[src/rtl/gpio_filt_pkg.sv]
package gpio_filt_pkg;
  localparam int ADDR_W = 4;

  localparam logic [ADDR_W-1:0] A_FUNC  = 4'd0;
  localparam logic [ADDR_W-1:0] A_OE    = 4'd1;
  localparam logic [ADDR_W-1:0] A_OUT   = 4'd2;
  localparam logic [ADDR_W-1:0] A_OUTOP = 4'd3;
  localparam logic [ADDR_W-1:0] A_FILT  = 4'd4;
  localparam logic [ADDR_W-1:0] A_IEN   = 4'd5;
  localparam logic [ADDR_W-1:0] A_TRIG  = 4'd6;
  localparam logic [ADDR_W-1:0] A_IFLAG = 4'd7;
  localparam logic [ADDR_W-1:0] A_LEVEL = 4'd8;

  typedef enum logic [1:0] {
    TRIG_OFF  = 2'd0,
    TRIG_RISE = 2'd1,
    TRIG_FALL = 2'd2,
    TRIG_ANY  = 2'd3
  } trig_mode_e;

  function automatic logic edge_hit(input trig_mode_e m, input logic cur, input logic prev);
    case (m)
      TRIG_RISE: edge_hit = cur & ~prev;
      TRIG_FALL: edge_hit = ~cur & prev;
      TRIG_ANY:  edge_hit = cur ^ prev;
      default:   edge_hit = 1'b0;
    endcase
  endfunction
endpackage

[src/rtl/gpf_pin_cond.sv]
module gpf_pin_cond
  import gpio_filt_pkg::*;
(
  input  logic       clk,
  input  logic       rst_n,
  input  logic       pad_i,
  input  logic       filt_en,
  input  trig_mode_e mode,
  output logic       level_o,
  output logic       hit_o
);
  logic sync_a, sync_q, agree_q, filt_q, prev_q;

  // filtered value only follows the synchronized input once two samples agree
  always_ff @(posedge clk or negedge rst_n) begin
    if (!rst_n) begin
      sync_a  <= 1'b0;
      sync_q  <= 1'b0;
      agree_q <= 1'b0;
      filt_q  <= 1'b0;
      prev_q  <= 1'b0;
    end else begin
      sync_a  <= pad_i;
      sync_q  <= sync_a;
      agree_q <= sync_q;
      if (sync_q == agree_q) filt_q <= sync_q;
      prev_q  <= level_o;
    end
  end

  assign level_o = filt_en ? filt_q : sync_q;
  assign hit_o   = edge_hit(mode, level_o, prev_q);

  p_filt_rise_r6: assert property (@(posedge clk) disable iff (!rst_n)
    $rose(filt_q) |-> ($past(sync_q) && $past(sync_q, 2)));
  p_filt_fall_r6: assert property (@(posedge clk) disable iff (!rst_n)
    $fell(filt_q) |-> (!$past(sync_q) && !$past(sync_q, 2)));
  p_hit_change_r7: assert property (@(posedge clk) disable iff (!rst_n)
    hit_o |-> (level_o != prev_q));
endmodule

[src/rtl/gpf_out_ctrl.sv]
module gpf_out_ctrl #(
  parameter int NPIN = 8
) (
  input  logic            clk,
  input  logic            rst_n,
  input  logic            op_we,
  input  logic [NPIN-1:0] set_m,
  input  logic [NPIN-1:0] clr_m,
  input  logic [NPIN-1:0] tgl_m,
  input  logic            out_we,
  input  logic [NPIN-1:0] out_d,
  output logic [NPIN-1:0] out_q
);
  // clear beats set, set beats toggle
  function automatic logic [NPIN-1:0] apply_ops(input logic [NPIN-1:0] cur,
      input logic [NPIN-1:0] s, input logic [NPIN-1:0] c, input logic [NPIN-1:0] t);
    apply_ops = ((cur ^ t) | s) & ~c;
  endfunction

  always_ff @(posedge clk or negedge rst_n) begin
    if (!rst_n)      out_q <= '0;
    else if (op_we)  out_q <= apply_ops(out_q, set_m, clr_m, tgl_m);
    else if (out_we) out_q <= out_d;
  end

  p_clr_wins_r3: assert property (@(posedge clk) disable iff (!rst_n)
    op_we |=> ((out_q & $past(clr_m)) == '0));
  p_set_wins_r3: assert property (@(posedge clk) disable iff (!rst_n)
    op_we |=> ((~out_q & $past(set_m) & ~$past(clr_m)) == '0));
endmodule

[src/rtl/gpf_irq.sv]
module gpf_irq #(
  parameter int NPIN = 8
) (
  input  logic            clk,
  input  logic            rst_n,
  input  logic [NPIN-1:0] hit,
  input  logic [NPIN-1:0] armed,
  input  logic [NPIN-1:0] clr_m,
  input  logic [NPIN-1:0] ien,
  output logic [NPIN-1:0] flag_q,
  output logic            irq
);
  always_ff @(posedge clk or negedge rst_n) begin
    if (!rst_n) flag_q <= '0;
    else        flag_q <= (flag_q & ~clr_m) | hit;
  end

  assign irq = |(flag_q & ien);

  p_sticky_r8: assert property (@(posedge clk) disable iff (!rst_n)
    1'b1 |=> ((($past(flag_q) & ~$past(clr_m)) & ~flag_q) == '0));
  p_w1c_r8: assert property (@(posedge clk) disable iff (!rst_n)
    1'b1 |=> (($past(clr_m) & ~$past(hit) & flag_q) == '0));
  p_armed_only_r7: assert property (@(posedge clk) disable iff (!rst_n)
    1'b1 |=> ((flag_q & ~$past(flag_q) & ~$past(armed)) == '0));
  p_irq_needs_en_r9: assert property (@(posedge clk) disable iff (!rst_n)
    (ien == '0) |-> !irq);
endmodule

[src/rtl/gpio_filt_port.sv]
module gpio_filt_port
  import gpio_filt_pkg::*;
#(
  parameter int NPIN = 8,
  parameter int FW   = 2,
  parameter int DW   = 32
) (
  input  logic                         clk,
  input  logic                         rst_n,
  input  logic                         wr_en,
  input  logic [ADDR_W-1:0]            wr_addr,
  input  logic [DW-1:0]                wr_data,
  input  logic [ADDR_W-1:0]            rd_addr,
  output logic [DW-1:0]                rd_data,
  input  logic [NPIN-1:0]              pad_in,
  output logic [NPIN-1:0]              pad_out,
  output logic [NPIN-1:0]              pad_oe,
  input  logic [((1<<FW)-1)*NPIN-1:0]  alt_out,
  input  logic [((1<<FW)-1)*NPIN-1:0]  alt_oe,
  output logic                         irq
);
  localparam int NALT  = (1 << FW) - 1;
  localparam int FUNCW = NPIN * FW;
  localparam int TRIGW = 2 * NPIN;
  localparam int OPW   = 3 * NPIN;

  logic [FUNCW-1:0] func_q;
  logic [TRIGW-1:0] trig_q;
  logic [NPIN-1:0]  oe_q, fen_q, ien_q, out_q, level, hit, armed, flag_q, iflag_clr;
  logic             unused_wr_hi;

  // pad ownership: function 0 keeps the port's own bit, k>0 takes slice k-1
  function automatic logic pick(input logic [NALT*NPIN-1:0] alt, input logic [FW-1:0] f,
                                input int pin, input logic own);
    if (f == '0) pick = own;
    else         pick = alt[(int'(f) - 1) * NPIN + pin];
  endfunction

  assign unused_wr_hi = ^wr_data[DW-1:OPW];

  always_ff @(posedge clk or negedge rst_n) begin
    if (!rst_n) begin
      func_q <= '0;
      oe_q   <= '0;
      fen_q  <= '0;
      ien_q  <= '0;
      trig_q <= '0;
    end else if (wr_en) begin
      case (wr_addr)
        A_FUNC:  func_q <= wr_data[FUNCW-1:0];
        A_OE:    oe_q   <= wr_data[NPIN-1:0];
        A_FILT:  fen_q  <= wr_data[NPIN-1:0];
        A_IEN:   ien_q  <= wr_data[NPIN-1:0];
        A_TRIG:  trig_q <= wr_data[TRIGW-1:0];
        default: ;
      endcase
    end
  end

  gpf_out_ctrl #(.NPIN(NPIN)) u_out (
    .clk    (clk),
    .rst_n  (rst_n),
    .op_we  (wr_en && (wr_addr == A_OUTOP)),
    .set_m  (wr_data[NPIN-1:0]),
    .clr_m  (wr_data[2*NPIN-1:NPIN]),
    .tgl_m  (wr_data[OPW-1:2*NPIN]),
    .out_we (wr_en && (wr_addr == A_OUT)),
    .out_d  (wr_data[NPIN-1:0]),
    .out_q  (out_q)
  );

  generate
    for (genvar i = 0; i < NPIN; i++) begin : g_pin
      gpf_pin_cond u_cond (
        .clk     (clk),
        .rst_n   (rst_n),
        .pad_i   (pad_in[i]),
        .filt_en (fen_q[i]),
        .mode    (trig_mode_e'(trig_q[2*i +: 2])),
        .level_o (level[i]),
        .hit_o   (hit[i])
      );
      assign armed[i]   = (trig_q[2*i +: 2] != 2'd0);
      assign pad_out[i] = pick(alt_out, func_q[i*FW +: FW], i, out_q[i]);
      assign pad_oe[i]  = pick(alt_oe,  func_q[i*FW +: FW], i, oe_q[i]);
    end
  endgenerate

  assign iflag_clr = (wr_en && (wr_addr == A_IFLAG)) ? wr_data[NPIN-1:0] : '0;

  gpf_irq #(.NPIN(NPIN)) u_irq (
    .clk    (clk),
    .rst_n  (rst_n),
    .hit    (hit),
    .armed  (armed),
    .clr_m  (iflag_clr),
    .ien    (ien_q),
    .flag_q (flag_q),
    .irq    (irq)
  );

  always_comb begin
    rd_data = '0;
    case (rd_addr)
      A_FUNC:  rd_data[FUNCW-1:0] = func_q;
      A_OE:    rd_data[NPIN-1:0]  = oe_q;
      A_OUT:   rd_data[NPIN-1:0]  = out_q;
      A_FILT:  rd_data[NPIN-1:0]  = fen_q;
      A_IEN:   rd_data[NPIN-1:0]  = ien_q;
      A_TRIG:  rd_data[TRIGW-1:0] = trig_q;
      A_IFLAG: rd_data[NPIN-1:0]  = flag_q;
      A_LEVEL: rd_data[NPIN-1:0]  = level;
      default: rd_data = '0;
    endcase
  end
endmodule

[config.mk]
export PLATFORM = sky130hd
export DESIGN_NAME = gpio_filt_port
export DESIGN_NICKNAME = d
export VERILOG_FILES = /design/src/rtl/gpio_filt_pkg.sv /design/src/rtl/gpf_pin_cond.sv /design/src/rtl/gpf_out_ctrl.sv /design/src/rtl/gpf_irq.sv /design/src/rtl/gpio_filt_port.sv
export SDC_FILE = /design/constraint.sdc
export NUM_CORES = 1
export LEC_CHECK = 0
export BUFFER_PORTS_ARGS = -buffer_cell sky130_fd_sc_hd__buf_2
export CAP_MARGIN = 25
export CORE_UTILIZATION = 52
export DETAILED_ROUTE_END_ITERATION = 12
export PLACE_DENSITY = 0.78
export SYNTH_ARGS = -nofsm -noshare
export SYNTH_HDL_FRONTEND = slang
export SYNTH_SLANG_ARGS = --single-unit
[constraint.sdc]
create_clock -name clk -period 1.9 [get_ports clk]
set_input_delay 0.095 -clock clk [delete_from_list [all_inputs] [get_ports clk]]
set_output_delay 0.095 -clock clk [all_outputs]
set_load 0.02 [all_outputs]
==> flow_metrics.py <==
metrics = {
    "run_status": {
        "status": "complete, but fails checks",
        "violations": "design-rule violations, negative setup slack",
    },
    "sta": {
        "fin_skew_ns": 0.0109,
        "tightestPinTransition_ns": 0.578,
        "fin_crit_sh_pct": 101,
        "finalSetupViolCount": 2,
        "fmax_mhz": 521,
        "rsz0062_at_grt": "yes",
        "period_needed_ns": 1.92,
        "maxSlewHeadroom_pct": 61.5,
        "slew_violations": 0,
        "final_hold_viol_count": 0,
        "layout_setup_ws_ns": -0.0206,
        "timing.hold.ws_ns": 0.0135,
    },
    "worst_setup_path": {
        "r2r_start": "fen_q[7]",
        "r2r-end": "u_irq.flag_q[7]",
        "cp.required_ns": 1.80,
        "crit_type": "register to primary output",
        "end_kind": "primary output",
        "cp-start-kind": "register",
        "r2r_slack_ns": 0.24,
        "arrival_ns": 1.83,
        "path_max_fanout": 2,
        "worst_r2r_path_depth": 5,
    },
    "synth": {
        "synth_top_cell_by_area": "dfrtp_1",
        "synth_cell_type_count": 40,
        "synth_top_cell_area_share_pct": 45.0,
        "synth_top_family_by_area": "multiplexers",
        "syn_inst": 571,
        "synthMuxAreaShare_pct": 19.9,
        "yosysSeqAreaShare_pct": 45.0,
        "synth_xor_area_share_pct": 0,
        "synth-edff-count": 0,
        "yosys-top-cells-area": "dfrtp_1, mux2_2, mux2i_1, ha_1, nand3b_1",
        "synthFlopType": "dfrtp_1",
        "ys_seq_elements": 112,
        "synthAdderAreaFrac_pct": 6.11,
        "postSynthAreaPerCell_sq_um": 10.9,
        "async_flop_share_pct": 100,
        "synth_warnings": 0,
        "synth-compound-area-share_pct": 10.2,
        "synthesis.area_sq_um": 6230,
        "yosys.area_share.simple_pct": 12.0,
    },
    "final_layout": {
        "mostFrequentLayoutCell": "dfrtp_1",
        "final_nets": 848,
        "regArea_sq_um": 2800,
        "reg_top3": "func_q x16, trig_q x16",
        "layout-drive-gt1-share_pct": 40.8,
        "multi_input_area_sq_um": 3230,
        "areaGrowthSynthToFinish_pct": 24.2,
        "layout_common_cells": "dfrtp_1, buf_2, mux2_2",
        "nFillCells": 871,
    },
    "routing": {
        "routed.top_layer": "met4",
        "drt-total-wl_um": 16200,
        "wl_met1_um": 6650,
        "via_per_inst": 5.76,
        "drtIter0Drc": 361,
        "dr_wl_met2_um": 8200,
        "wl_per_cell_um": 18.6,
        "met3WireLength_um": 1020,
        "via_count": 5030,
        "post-route-drc-count": 15,
        "drtAntennaViolNets": 0,
        "first_pass_iters": 9,
    },
    "placement": {
        "gp_congestion": 0.844,
        "port_buffers": 123,
        "dp_hpwl_um": 11200,
    },
    "power_and_ir_drop": {
        "vdd_ir_drop_max_mv": 0.601,
        "finalPower_uw": 8010,
        "power_frac_clock_pct": 24.4,
        "switching_power_uw": 2660,
        "powerDensity_nw_per_um2": 1040,
        "pwr-share-comb_pct": 35.4,
        "switching_share_pct": 33.2,
        "leakage_uw": 0.00364,
        "intPower_uw": 5350,
        "power_frac_seq_pct": 40.2,
    },
    "floorplanning": {
        "die_w_um": 111,
        "die_h_um": 111,
        "core_area_sq_um": 11600,
        "die_area_sq_um": 12400,
        "fp-row-count": 39,
        "start_util_pct": 53.9,
        "io-pin-count": 148,
    },
    "hold_path": {
        "hold_path.class": "primary input to register",
        "whs_path_depth": 2,
        "min_from": "wr_data[12]",
        "hold_path_end": "trig_q[12]",
    },
    "global_route": {
        "antenna_found_initial": 1,
        "grt_pass1_vias": 5080,
        "grt_start_max_net_pins": 43,
        "grtUsageTotal_pct": 26.5,
        "grt_pass1_wl_um": 25700,
        "grt_overflow_total": 0,
    },
    "cts": {
        "clock_path_buffers": 2,
        "cts_tree": "yes",
        "h-tree-depth": 3,
        "clk_pin_slew_ns": 0.08,
        "clk_latency_ns": 0.35,
        "cts_root_buf": "clkbuf_16",
        "cts.sinks": 112,
        "cts_buffers": 9,
    },
    "flow_run": {
        "cap_violations": 0,
    },
}
power groups by stage:
stage / combinational, uW / clock [uW] / sequential [uW]
global placement: 2130 / 0 / 3210
floorplan: 1680 / 0 / 3100
global route: 3080 / 2070 / 3270
detailed placement: 2250 / 0 / 3250
CTS: 2530 / 1960 / 3210
finish: 2830 / 1950 / 3220
critical path, cell delays in order (launching register included):
cell and delay, ns:
dfrtp_1 0.39, mux2_4 0.31, nor2b_4 0.13, or4_4 0.50
buf_6 0.15
metal layers:
metal  GRT usage, %  vias to the layer above
met4           9.64                        0
met3           4.95                       31
met5              0                        -
met1           32.6                     2464
met2           46.6                      243
li1               -                     2292
final cells by class:
cell class                 count  share of cell area [%]
multi-input combinational    393                    41.8
sequential                   112                    36.2
timing repair buffer         170                    13.9
clock buffer                  10                    2.96
tap                          143                    2.31
inverter                      39                    1.89
clock inverter                 6                   0.970
antenna                        1                  0.0323
how the worst max path moves through the flow:
stage          startpoint         end  slack [ns]  cells past startpoint
2_1_floorplan   func_q[8]   pad_oe[4]        0.20                      5
3_3_place_gp   rd_addr[1]  rd_data[4]        0.19                      5
3_5_place_dp   rd_addr[1]  rd_data[3]        0.19                      5
4_1_cts          fen_q[6]  rd_data[6]       -0.08                      4
5_1_grt          fen_q[6]  rd_data[6]       -0.06                      4
6_report         fen_q[6]  rd_data[6]       -0.02                      4
stage by stage:
step                      std cells  util, %  area, sq um  setup WS, ns  TNS, ns
final                           874     66.9         7740       -0.0206  -0.0269
after global routing            874     66.9         7740       -0.0590   -0.297
after CTS                       860     65.3         7550       -0.0787  -0.0787
after detailed placement        827     60.2         6970         0.187        0
after global placement          827     60.2         6970         0.189        0
after floorplan                 586        -         6280         0.198        0
kinds of logic (layout without fill, tap and decap cells):
group | after synthesis | after routing
AND/OR/NAND/NOR | 135 | 135
buffers and inverters | 81 | 225
other | 1 | 17
AO/OA/AOI/OAI | 99 | 99
adder cells (fa/ha/maj) | 32 | 32
multiplexers | 111 | 111
flip-flops | 112 | 112
cell usage after synthesis (all sizes together) (2+ instances only):
| master | instances |
|---|---|
| o2bb2ai | 2 |
| mux2i | 37 |
| a221o | 8 |
| nand2 | 49 |
| a22oi | 12 |
| nand3 | 8 |
| or3 | 2 |
| a21oi | 33 |
| dfrtp | 112 |
| a2111o | 6 |
| maj3 | 8 |
| o21ai | 24 |
| nor2 | 19 |
| inv | 39 |
| nand3b | 34 |
| clkbuf | 13 |
| or2 | 9 |
| buf | 29 |
| o22ai | 6 |
| ha | 24 |
| nor3b | 2 |
| mux2 | 74 |
| nor2b | 3 |
| a21boi | 8 |
| or4 | 2 |
| and4b | 2 |
repair_timing:
action,in CTS,in global routing
endpoints found under the setup margin,19,19
hold buffers,9,0
pin swaps,2,2
buffers inserted,8,13
endpoints found under the hold margin,46,0
gates cloned,0,0
gates resized for setup,26,48
Note: power is estimated with default switching activity, not from simulation.
